$ cat config.mk
export PLATFORM = sky130hd
export DESIGN_NAME = cpu_regfile
export DESIGN_NICKNAME = d
export VERILOG_FILES = /design/src/rtl/rf_pkg.sv /design/src/rtl/rf_byte_decode.sv /design/src/rtl/rf_index_reg.sv /design/src/rtl/rf_pair_bank.sv /design/src/rtl/cpu_regfile.sv
export SDC_FILE = /design/constraint.sdc
export NUM_CORES = 1
export LEC_CHECK = 0
export CAP_MARGIN = 5
export CORE_MARGIN = 5
export CORE_UTILIZATION = 56
export DETAILED_ROUTE_END_ITERATION = 8
export PLACE_DENSITY = 0.83
export SLEW_MARGIN = 25
export SYNTH_ARGS = -nofsm -noshare
export SYNTH_HDL_FRONTEND = slang
export SYNTH_SLANG_ARGS = --single-unit
export TNS_END_PERCENT = 1
$ cat constraint.sdc
create_clock -name clk -period 2.7 [get_ports clk]
set_input_delay 0.405 -clock clk [delete_from_list [all_inputs] [get_ports clk]]
set_output_delay 0.405 -clock clk [all_outputs]
set_load 0.05 [all_outputs]
$ cat src/rtl/rf_pkg.sv
`timescale 1ns/10ps
package rf_pkg;
  localparam int unsigned RF_DW = 8;
  localparam int unsigned RF_PW = 2 * RF_DW;

  typedef logic [RF_DW-1:0] byte_t;
  typedef logic [RF_PW-1:0] pair_t;

  typedef enum logic [1:0] {
    PID_AF = 2'd0,
    PID_BC = 2'd1,
    PID_DE = 2'd2,
    PID_HL = 2'd3
  } pair_id_e;

  typedef struct packed {
    logic     valid;
    pair_id_e pair;
    logic     hi;
  } byte_loc_t;

  localparam pair_t RST_PAIR = '1;
  localparam pair_t RST_SP   = {{(RF_PW-4){1'b1}}, 4'h0};
  localparam pair_t RST_PC   = '0;
  localparam byte_t RST_IR   = '1;

  // opcode field -> storage location of a byte register
  function automatic byte_loc_t decode_byte(input logic [2:0] code);
    byte_loc_t loc;
    loc.valid = 1'b1;
    case (code)
      3'b111: begin loc.pair = PID_AF; loc.hi = 1'b1; end
      3'b110: begin loc.pair = PID_AF; loc.hi = 1'b1; loc.valid = 1'b0; end
      default: begin
        loc.pair = pair_id_e'(code[2:1] + 2'd1);
        loc.hi   = ~code[0];
      end
    endcase
    return loc;
  endfunction

  // seven-bit wrap, top bit preserved
  function automatic byte_t refresh_next(input byte_t r);
    return {r[RF_DW-1], r[RF_DW-2:0] + 1'b1};
  endfunction

  function automatic byte_t flag_merge(input byte_t f, input byte_t mask, input byte_t val);
    return (f & ~mask) | (val & mask);
  endfunction
endpackage

$ cat src/rtl/rf_byte_decode.sv
`timescale 1ns/10ps
module rf_byte_decode
  import rf_pkg::*;
(
  input  logic [2:0] code,
  output byte_loc_t  loc
);
  assign loc = decode_byte(code);
endmodule

$ cat src/rtl/rf_index_reg.sv
`timescale 1ns/10ps
module rf_index_reg
  import rf_pkg::*;
#(
  parameter pair_t RESET_VAL = RST_PAIR
) (
  input  logic  clk,
  input  logic  rst_n,
  input  logic  wr_hi,
  input  logic  wr_lo,
  input  pair_t wr_data,
  output pair_t q
);
  always_ff @(posedge clk or negedge rst_n) begin
    if (!rst_n) begin
      q <= RESET_VAL;
    end else begin
      if (wr_hi) q[RF_PW-1:RF_DW] <= wr_data[RF_PW-1:RF_DW];
      if (wr_lo) q[RF_DW-1:0]     <= wr_data[RF_DW-1:0];
    end
  end
endmodule

$ cat src/rtl/rf_pair_bank.sv
`timescale 1ns/10ps
module rf_pair_bank
  import rf_pkg::*;
(
  input  logic          clk,
  input  logic          rst_n,
  input  logic          xchg_af,
  input  logic          xchg_all,
  input  logic          xchg_dehl,
  input  logic          bwr_en,
  input  byte_loc_t     bwr_loc,
  input  byte_t         bwr_data,
  input  logic          pwr_en,
  input  pair_id_e      pwr_id,
  input  pair_t         pwr_data,
  input  byte_t         flag_mask,
  input  byte_t         flag_val,
  output pair_t [3:0]   act_q,
  output pair_t [3:0]   shd_q
);
  pair_t [3:0] nxt_act;
  pair_t [3:0] nxt_shd;
  pair_t       tmp;

  always_comb begin
    nxt_act = act_q;
    nxt_shd = shd_q;
    tmp     = '0;
    // exchanges first, in fixed order
    if (xchg_af) begin
      nxt_act[PID_AF] = shd_q[PID_AF];
      nxt_shd[PID_AF] = act_q[PID_AF];
    end
    if (xchg_all) begin
      for (int k = 1; k < 4; k++) begin
        nxt_act[k] = shd_q[k];
        nxt_shd[k] = act_q[k];
      end
    end
    if (xchg_dehl) begin
      tmp             = nxt_act[PID_DE];
      nxt_act[PID_DE] = nxt_act[PID_HL];
      nxt_act[PID_HL] = tmp;
    end
    // writes land on the post-exchange registers
    if (bwr_en) begin
      if (bwr_loc.hi) nxt_act[bwr_loc.pair][RF_PW-1:RF_DW] = bwr_data;
      else            nxt_act[bwr_loc.pair][RF_DW-1:0]     = bwr_data;
    end
    if (pwr_en) nxt_act[pwr_id] = pwr_data;
    nxt_act[PID_AF][RF_DW-1:0] = flag_merge(nxt_act[PID_AF][RF_DW-1:0], flag_mask, flag_val);
  end

  always_ff @(posedge clk or negedge rst_n) begin
    if (!rst_n) begin
      act_q <= {4{RST_PAIR}};
      shd_q <= {4{RST_PAIR}};
    end else begin
      act_q <= nxt_act;
      shd_q <= nxt_shd;
    end
  end
endmodule

$ cat src/rtl/cpu_regfile.sv
`timescale 1ns/10ps
module cpu_regfile
  import rf_pkg::*;
#(
  parameter int unsigned N_IDX = 2
) (
  input  logic             clk,
  input  logic             rst_n,
  input  logic [2:0]       byte_rd_sel,
  output logic [RF_DW-1:0] byte_rd_data,
  output logic             byte_rd_bad,
  input  logic             byte_wr_en,
  input  logic [2:0]       byte_wr_sel,
  input  logic [RF_DW-1:0] byte_wr_data,
  output logic             byte_wr_bad,
  input  logic [1:0]       pair_rd_sel,
  output logic [RF_PW-1:0] pair_rd_data,
  input  logic             pair_wr_en,
  input  logic [1:0]       pair_wr_sel,
  input  logic [RF_PW-1:0] pair_wr_data,
  output logic [RF_PW-1:0] af_q,
  input  logic [RF_DW-1:0] flag_wr_mask,
  input  logic [RF_DW-1:0] flag_wr_val,
  input  logic             xchg_af,
  input  logic             xchg_all,
  input  logic             xchg_dehl,
  input  logic             idx_wr_en,
  input  logic             idx_wr_sel,
  input  logic [1:0]       idx_wr_bytes,
  input  logic [RF_PW-1:0] idx_wr_data,
  output logic [RF_PW-1:0] ix_q,
  output logic [RF_PW-1:0] iy_q,
  input  logic             pc_wr_en,
  input  logic [RF_PW-1:0] pc_wr_data,
  output logic [RF_PW-1:0] pc_q,
  input  logic             i_wr_en,
  input  logic [RF_DW-1:0] i_wr_data,
  output logic [RF_DW-1:0] i_q,
  input  logic             r_wr_en,
  input  logic [RF_DW-1:0] r_wr_data,
  input  logic             refresh_tick,
  output logic [RF_DW-1:0] r_q,
  input  logic             iff_wr_en,
  input  logic [1:0]       iff_wr_data,
  output logic [1:0]       iff_q,
  input  logic             im_wr_en,
  input  logic [1:0]       im_wr_data,
  output logic [1:0]       im_q
);
  localparam logic [1:0] SP_CODE = 2'b11;

  byte_loc_t   rd_loc, wr_loc;
  pair_t [3:0] act_q, shd_q;
  pair_t       rd_word, sp_q;
  pair_t       idx_q [N_IDX];
  logic        bwr_ok, pwr_bank;

  // named views for the checker
  pair_t act_af, act_bc, act_de, act_hl;
  pair_t shd_af, shd_bc, shd_de, shd_hl;
  assign act_af = act_q[PID_AF];
  assign act_bc = act_q[PID_BC];
  assign act_de = act_q[PID_DE];
  assign act_hl = act_q[PID_HL];
  assign shd_af = shd_q[PID_AF];
  assign shd_bc = shd_q[PID_BC];
  assign shd_de = shd_q[PID_DE];
  assign shd_hl = shd_q[PID_HL];

  rf_byte_decode u_rd_dec (.code(byte_rd_sel), .loc(rd_loc));
  rf_byte_decode u_wr_dec (.code(byte_wr_sel), .loc(wr_loc));

  assign bwr_ok   = byte_wr_en & wr_loc.valid;
  assign pwr_bank = pair_wr_en & (pair_wr_sel != SP_CODE);

  rf_pair_bank u_bank (
    .clk       (clk),
    .rst_n     (rst_n),
    .xchg_af   (xchg_af),
    .xchg_all  (xchg_all),
    .xchg_dehl (xchg_dehl),
    .bwr_en    (bwr_ok),
    .bwr_loc   (wr_loc),
    .bwr_data  (byte_wr_data),
    .pwr_en    (pwr_bank),
    .pwr_id    (pair_id_e'(pair_wr_sel + 2'd1)),
    .pwr_data  (pair_wr_data),
    .flag_mask (flag_wr_mask),
    .flag_val  (flag_wr_val),
    .act_q     (act_q),
    .shd_q     (shd_q)
  );

  // read muxes
  assign rd_word      = act_q[rd_loc.pair];
  assign byte_rd_bad  = ~rd_loc.valid;
  assign byte_rd_data = !rd_loc.valid ? '0 :
                        (rd_loc.hi ? rd_word[RF_PW-1:RF_DW] : rd_word[RF_DW-1:0]);
  assign byte_wr_bad  = byte_wr_en & ~wr_loc.valid;
  assign pair_rd_data = (pair_rd_sel == SP_CODE) ? sp_q
                                                 : act_q[pair_id_e'(pair_rd_sel + 2'd1)];
  assign af_q         = act_af;

  // index registers
  for (genvar g = 0; g < N_IDX; g++) begin : g_idx
    logic sel_g;
    assign sel_g = idx_wr_en && (idx_wr_sel == 1'(g));
    rf_index_reg u_idx (
      .clk     (clk),
      .rst_n   (rst_n),
      .wr_hi   (sel_g & idx_wr_bytes[1]),
      .wr_lo   (sel_g & idx_wr_bytes[0]),
      .wr_data (idx_wr_data),
      .q       (idx_q[g])
    );
  end
  assign ix_q = idx_q[0];
  assign iy_q = idx_q[1];

  // special registers
  always_ff @(posedge clk or negedge rst_n) begin
    if (!rst_n) begin
      sp_q  <= RST_SP;
      pc_q  <= RST_PC;
      i_q   <= RST_IR;
      r_q   <= RST_IR;
      iff_q <= '0;
      im_q  <= '0;
    end else begin
      if (pair_wr_en && pair_wr_sel == SP_CODE) sp_q <= pair_wr_data;
      if (pc_wr_en)  pc_q  <= pc_wr_data;
      if (i_wr_en)   i_q   <= i_wr_data;
      if (iff_wr_en) iff_q <= iff_wr_data;
      if (im_wr_en)  im_q  <= im_wr_data;
      if (r_wr_en)           r_q <= r_wr_data;
      else if (refresh_tick) r_q <= refresh_next(r_q);
    end
  end
endmodule

# --- Word-level counts from Yosys, hierarchy flattened ---
# Index checks and enable logic that the tools add are counted.
totals:
  register_bits: 212
  in_bits: 119
  output_inout_bits: 110
classes:
  n_addsub: 5
  magnitude_cmp: 6
  eq_ne: 7
  n_mux: 27
  bitwise: 14
  reduce_logical: 8
ops:
  columns: ["operator", "n"]
  rows:
  - ["$bwmux W64", 3]
  - ["$mux W64", 3]
  - ["$demux W16 S2", 3]
  - ["$mux W16", 6]
  - ["$bmux W16 S2", 2]
  - ["$mux W48", 1]
  - ["$mux W32", 1]
  - ["$mux W8", 4]
  - ["$and A8 B8 Y8", 2]
  - ["$eq A3 B3 Y1 const B", 4]
  - ["$lt A2 B3 Y1 const B", 4]
  - ["$add A2 B1 Y2 const B", 4]
  - ["$not A8 Y8", 1]
  - ["$or A8 B8 Y8", 1]
  - ["$add A7 B1 Y7 const B", 1]
  - ["$and A1 B1 Y1", 7]
  - ["$mux W7", 1]
  - ["$mux W3", 2]
  - ["$logic_and A1 B1 Y1", 5]
  - ["$eq A2 B2 Y1 const B", 2]
  - ["$ge A2 B1 Y1 const B", 2]
  - ["$reduce_or A2 Y1", 2]
  - ["$not A1 Y1", 3]
  - ["$ne A2 B2 Y1 const B", 1]
  - ["other kinds (2)", 2]

# --- Depth between registers and ports, before layout ---
# Gate-level depths: netlist of the first run.
logic_depth:
  word_depth: 14
  mapped_depth: 5

# --- By module ---
# From an unflattened synthesis of the first run, not the netlist that was laid out.
hier_totals:
  hier_cells: 853
  hier_area_um2: 11551.1
modules_own_cells:
  columns: ["mod", "n_inst", "cells_each", "area_per_inst_um2", "seq_area_each_um2"]
  rows:
  - ["rf_pair_bank", 1, 555, 6847.8, 3363.2]
  - ["cpu_regfile", 1, 222, 3276.9, 1336.3]
  - ["rf_index_reg", 2, 34, 683.2, 420.4]
  - ["rf_byte_decode", 2, 4, 30.0, 0.0]

# --- Least setup slack after synthesis of the first run ---
# No wires, ideal clock.
synth_timing:
  kind: "in2out"
  from: "input port pair_rd_sel[0]"
  to: "output port pair_rd_data[10]"
  arrival_ps: 1787
  required_ps: 2295
  path_slack_ps: 508
  cell_stages: 5
  path_cell_list: "ha_1 > buf_2 > buf_2 > mux4_2 > mux2_2"
synth_between:
  elab_chain_len: 4
  word_cells_on_any_way: 5
  classes_between: "add/sub: 1; eq/ne: 1; mux: 3"
synth_rtl:
  columns: ["element", "line", "rtl"]
  rows:
  - ["start, declared", "cpu_regfile.sv:16", "input logic [1:0] pair_rd_sel,"]
  - ["$add A2 B1 Y2", "cpu_regfile.sv:101", ": act_q[pair_id_e'(pair_rd_sel + 2'd1)];"]
  - ["$bmux W16 S2", "cpu_regfile.sv:101", null]
  - ["$mux W16 (implied by the code)", "cpu_regfile.sv:101", null]
  - ["$mux W16 (*)", "cpu_regfile.sv:100", "assign pair_rd_data = (pair_rd_sel == SP_CODE) ? sp_q"]
  - ["end, declared", "cpu_regfile.sv:17", "output logic [RF_PW-1:0] pair_rd_data,"]
# Mark *: on every way between the ends. The rest lies on a longest branch, timed or not. The select of a mux whose other input is x is not followed.

# --- Worst setup path after layout of the first run ---
layout_timing:
  from: "input port byte_rd_sel[0]"
  to: "output port byte_rd_data[5]"
layout_between:
  elab_chain_len: 7
  word_cells_on_any_way: 9
  classes_between: "eq/ne: 2; mux: 5; bitwise: 1; reduce/logical: 1"
layout_rtl:
  columns: ["element", "line", "rtl"]
  rows:
  - ["start, declared", "cpu_regfile.sv:9", "input logic [2:0] byte_rd_sel,"]
  - ["$eq A3 B3 Y1", "rf_pkg.sv:31", "case (code)"]
  - ["$reduce_or A2 Y1 (no line)", null, null]
  - ["$mux W3", "rf_pkg.sv:31", null]
  - ["$bmux W16 S2", "cpu_regfile.sv:95", "assign rd_word = act_q[rd_loc.pair];"]
  - ["$mux W16 (implied by the code)", "cpu_regfile.sv:95", null]
  - ["$mux W8", "cpu_regfile.sv:98", "(rd_loc.hi ? rd_word[RF_PW-1:RF_DW] : rd_word[RF_DW-1:0]);"]
  - ["$mux W8 (*)", "cpu_regfile.sv:97", "assign byte_rd_data = !rd_loc.valid ? '0 :"]
  - ["end, declared", "cpu_regfile.sv:10", "output logic [RF_DW-1:0] byte_rd_data,"]
# Marks and branches as above.

==> results.cfg, run 1 <==
[timing]
worst_slew_pin_slew_ps = 791
slew_viol_final = 0
whs_ps = 402
setup_viol = 0
timing.fmax_mhz = 398
finalHoldViolCount = 0
slew-limit-headroom = 0.473
rsz0062_at_grt = no
fin_crit_ps = 2510
clock_skew_ps = 11.5
finalCritPeriodShare = 0.930

[cells_and_area]
num_antenna_cells = 0
utilization = 0.735
instances_no_fill = 1311
syn2layout_area_growth_pct = 29.7
n_fill_cell = 1285
layout.nets = 1151
multiInputGateArea_um2 = 5020
drive_above_1_share = 0.397
regArea_um2 = 5540

[floorplanning]
initial_core_util = 0.566
die_area_um2 = 22500
fp-row-count = 51
core_um2 = 19300
io_pins = 229
die_h_um = 150
die_x_um = 150

[logic_synthesis]
synth_common_cells = dfstp_2 (188), mux2_1 (113), nand2_1 (99)
synth_ff_type = dfstp_2
syn_inst = 821
ys_top_cells_by_area = dfstp_2 (45%), mux2_1 (12%), mux4_2 (12%)
synth-seq-cells = 212
yosysSeqAreaShare = 0.506
synth_edf_count = 0
yosys.cell_count.top_type = dfstp_2
yosysUniqueCellTypes = 33
yosys_warnings = 0
synth.net_count = 942
synth_top_area_frac = 0.451
syn_area_um2 = 11000
synth_top_area_cell = dfstp_2
async_reset_ff_frac = 1.00
syn_area_per_cell_um2 = 13.3

[clock_tree]
clkTransAtPathRegs_ps = 60
numCtsBuffers = 23
cts_tree = built
clockBufferDepth = 3
post_cts_buffers = 0
clk_latency_ps = 510
cts_root_buffer = clkbuf_16
h-tree-depth = 1
cts_sinks = 212

[worst_setup_path]
start_kind = input pin
arrival_ps = 2100
cp.required_ps = 2300
r2r_end = r_q[6]
critPathMaxFanout = 18
cp-end-kind = primary output
ff2ff_setup_slack_ps = 1220
r2r_cells = 4
worst-setup-path-type = input pin to primary output
reg2reg_from = r_q[0]

[placement]
place_inst = 1269
port_buffers = 228
gp_congestion = 0.918
dpl.hpwl_mm = 21.8

[grt]
grtUsageTotal = 0.266
grt_pass1_vias = 8357
grt_antenna_before_repair = 0
grt-ovfl-total = 0
grt_start_max_net_pins = 85
grt_pass1_wl_mm = 46.2

[run_status]
status = complete, no violations

[worst_hold_path]
holdPathStages = 3
hold_end = u_bank.act_q[6]
hold_path_startpoint = flag_wr_val[6]
min_path_type = input pin to register

[power_and_ir_drop]
power_mw = 13.3
vdd_drop_max_mv = 0.566
power.density_nw_per_um2 = 936
p_leak_nw = 5.65

[route]
drt-initial-drc-count = 460
drtPass1Iterations = 7
finalWirelength_mm = 29.7
detail-route-antenna-nets = 0
drc = 0
wire_per_inst_um = 22.7
vias = 7874
vias_per_cell = 6.01

[flow_run]
drv_cap = 0
[routing by layer]
layer | part of all wire | wire, um | vias up | GRT usage
met3 | 0.11 | 3210 | 89 | 0.0893
met5 | 0 | 0 | - | 0
met1 | 0.37 | 11000 | 3948 | 0.329
li1 | - | - | 3419 | -
met4 | 0.046 | 1380 | 0 | 0.115
met2 | 0.48 | 14200 | 418 | 0.427
[kinds of logic after synthesis]
group	count (synthesis)	synth area share
buffers and inverters	73	0.0370
flip-flops	212	0.506
AO/OA/AOI/OAI	79	0.0425
AND/OR/NAND/NOR	173	0.0696
multiplexers	278	0.340
XOR/XNOR	4	0.00320
adder cells (fa/ha/maj)	2	0.00228
[report_power, final]
group | switching (mW) | internal [mW]
clock network | 1.24 | 1.92
logic | 2.37 | 2.06
registers | 0.958 | 4.74
[how the worst max path moves through the flow]
stage	endpoint	slack [ps]	cells after the start	from
after floorplan	pair_rd_data[10]	510	5	pair_rd_sel[0]
after global placement	pair_rd_data[2]	20	6	pair_rd_sel[0]
after detailed placement	pair_rd_data[3]	-8	6	pair_rd_sel[0]
after CTS	pair_rd_data[3]	1	6	pair_rd_sel[0]
after global routing	byte_rd_data[5]	160	5	byte_rd_sel[0]
final	byte_rd_data[5]	190	5	byte_rd_sel[0]
[sequential cells by signal, summed over array words and instances, names as in the netlist]
signal and flops:
u_bank.act_q 64, u_bank.shd_q 64, g_idx.u_idx.q 32, pc_q 16
sp_q 16, i_q 8, r_q 8, iff_q 2
im_q 2
[layout by cell type, fill, tap and decap left out, drive strengths merged, types with 8 or more instances in the layout]
master / n
clkdlybuf4s50: 197
mux2: 189
dfstp: 188
nand2: 99
mux4: 56
buf: 56
nor2: 43
clkbuf: 36
mux2i: 33
a31oi: 32
o21ai: 31
dfrtp: 24
nand3: 10
a21oi: 8
a22o: 8
[critical path, stage by stage]
cell	delay [ps]
clkdlybuf4s50_1	500
buf_12	170
mux4_2	510
mux2_2	310
buf_4	200
[per-stage QoR]
stage	setup TNS, ps	setup slack (ps)	area [um^2]
floorplan	0	508	11000
global placement	0	23.4	13400
detailed placement	-15.5	-8.16	13400
CTS	0	1.04	14200
global route	0	165	14200
finish	0	190	14200
[layout make-up]
type	instances	share of cell area
clock buffer	35	0.0479
clock inverter	6	0.00581
multi-input combinational	536	0.354
sequential	212	0.390
tap	265	0.0233
timing repair buffer	257	0.179
[timing repair]
item                       in CTS  in global routing
resized for setup               1                  4
hold endpoints to repair        2                  0
hold buffers                    1                  0
setup endpoints to repair       6                 15
pin swaps                       1                  0
Note: power is estimated with default switching activity, not from simulation.
==> inputs of run 2 (changes only) <==
--- a/config.mk
+++ b/config.mk
@@ -7,9 +7,10 @@
 export LEC_CHECK = 0
 export CAP_MARGIN = 5
 export CORE_MARGIN = 5
-export CORE_UTILIZATION = 56
+export CORE_UTILIZATION = 52
+export CTS_CLUSTER_SIZE = 25
 export DETAILED_ROUTE_END_ITERATION = 8
-export PLACE_DENSITY = 0.83
+export PLACE_DENSITY = 0.78
 export SLEW_MARGIN = 25
 export SYNTH_ARGS = -nofsm -noshare
 export SYNTH_HDL_FRONTEND = slang
==> constraint.sdc (replaced) <==
create_clock -name clk -period 2.54 [get_ports clk]
set_input_delay 0.381 -clock clk [delete_from_list [all_inputs] [get_ports clk]]
set_output_delay 0.381 -clock clk [all_outputs]
set_load 0.05 [all_outputs]
==> run 2 against run 1 <==
Compared with the run above:
- design area rose by 0.83%
- clock power rose by 11%
- utilization down 4.9 points
- global-route usage down 1.8 points
- via count fell by 1.2%
- first-iteration DRC count up 30%
- sequential power increased by 6.7%
- largest power group unchanged
- power rose by 7.5%
- die area increased by 7.2%
==> results.cfg, run 2 (synthesized netlist as in run 1, its figures left out) <==
[grt]
grt_pass1_wl_mm = 46.9
use_met1 = 0.316
grt_pass1_vias = 8141
grt-ovfl-total = 0
grtUsageTotal = 0.248
grt-busiest-layer = met2
met2_usage = 0.398
grt_start_max_net_pins = 66
grt_antenna_before_repair = 0
met3_usage = 0.0807

[clock_tree]
cts_sinks = 212
clkTransAtPathRegs_ps = 60
h-tree-depth = 1
numCtsBuffers = 24
cts_root_buffer = clkbuf_16
clk_latency_ps = 520
clockBufferDepth = 3
cts_tree = built
post_cts_buffers = 0

[power_and_ir_drop]
power.density_nw_per_um2 = 998
p_leak_nw = 5.69
vdd_drop_max_mv = 0.797

[cells_and_area]
syn2layout_area_growth_pct = 30.8
utilization = 0.686
drive_above_1_share = 0.401
final_cell_mix = clkdlybuf4s50_1 (197), dfstp_2 (188), mux2_1 (113), nand2_1 (99), mux2_2 (76)
layout.nets = 1154
final_common_cell = clkdlybuf4s50_1
top_regs = u_bank.act_q: 64 flops, u_bank.shd_q: 64 flops, g_idx.u_idx.q: 32 flops
num_antenna_cells = 0

[timing]
timing.fmax_mhz = 399
finalCritPeriodShare = 0.987
setup_slack_ps = 33.1
finalHoldViolCount = 0
worst_slew_pin_slew_ps = 855
fin_crit_ps = 2510
slew_viol_final = 0
rsz0062_at_grt = no
setup_viol = 0
clock_skew_ps = 17.2
slew-limit-headroom = 0.430

[route]
vias = 7778
drt-initial-drc-count = 597
detail-route-antenna-nets = 0
vias_per_cell = 5.87
drtPass1Iterations = 5
drc = 0
wire_per_inst_um = 22.5
finalWirelength_mm = 29.9

[floorplanning]
fp-row-count = 53
die_h_um = 155
core_um2 = 20900
io_pins = 229
die_x_um = 155
die_area_um2 = 24100
initial_core_util = 0.524

[worst_setup_path]
critPathMaxFanout = 18
cp-end-kind = primary output
worst-setup-path-type = input pin to primary output
start_kind = input pin
reg2reg_from = r_q[0]
path_buf_inv = 3
cp_slowest_cell = clkdlybuf4s50_1
startpoint = byte_rd_sel[2]
cp.required_ps = 2160
arrival_ps = 2130
slowest_delay_ps = 520
crit_family = buffers and inverters
crit_chain = clkdlybuf4s50_1 > buf_12 > mux2_1 > a22o_1 > mux2_2 > buf_4
ff2ff_setup_slack_ps = 1020

[run_status]
status = complete, no violations

[placement]
gp_congestion = 0.859
port_buffers = 228
dpl.hpwl_mm = 21.8
pre_cts_ws_ps = -115

[worst_hold_path]
min_path_type = input pin to register
hold_path_startpoint = xchg_all

[flow_run]
drv_cap = 0
[run 2: timing repair]
item / in CTS / in global routing
setup endpoints to repair: 16 / 0
endpoints found under the hold margin: 4 / 0
gates resized for setup: 9 / 0
hold buffers: 1 / 0
[run 2: power by group]
part | internal, mW | leakage [nW] | switching (mW)
combinational | 2.21 | 3.03 | 2.49
sequential | 5.04 | 2.26 | 1.04
clock | 2.16 | 0.405 | 1.35
[run 2: worst register-to-register path, stage by stage (launching register included)]
cell	delay [ps]
dfstp_2	580
ha_1	220
nand3_1	100
or4_1	470
nand3_1	90
[run 2: layout make-up]
type | count | area (um^2)
clock buffers | 39 | 768
clock inverters | 5 | 52.6
fillers | 1529 | 6570
multi-input cells | 536 | 5020
flip-flops and latches | 212 | 5540
well taps | 275 | 344
repair buffers | 259 | 2590
[run 2: path summary, 6_finish.rpt]
path / cells past startpoint / endpoint
hold / removal: 2 / u_bank.shd_q[49]
hold reg to reg: 1 / pc_q[3]
max in group asynchronous: 3 / g_idx[1].u_idx.q[7]
min in group asynchronous: 2 / sp_q[0]
setup reg to reg: 4 / r_q[6]
setup / recovery: 6 / byte_rd_data[5]
[run 2: layer usage]
layer / up-vias / part of all wire
met2: 382 / 0.47
li1: 3443 / -
met3: 55 / 0.11
met1: 3898 / 0.38
met5: - / 0
met4: 0 / 0.036
[run 2: metrics by stage]
step | instances | TNS, ps | instance area, um^2 | total power [mW] | hold slack, ps
6_report | 1326 | 0 | 14300 | 14.3 | 264
5_1_grt | 1326 | 0 | 14300 | 14.9 | 271
4_1_cts | 1326 | 0 | 14300 | 14.4 | 247
3_5_place_dp | 1281 | -1100 | 13500 | 10.8 | 400
3_3_place_gp | 1281 | -812 | 13500 | 10.6 | 403
2_1_floorplan | 821 | 0 | 11000 | 9.07 | 85.4
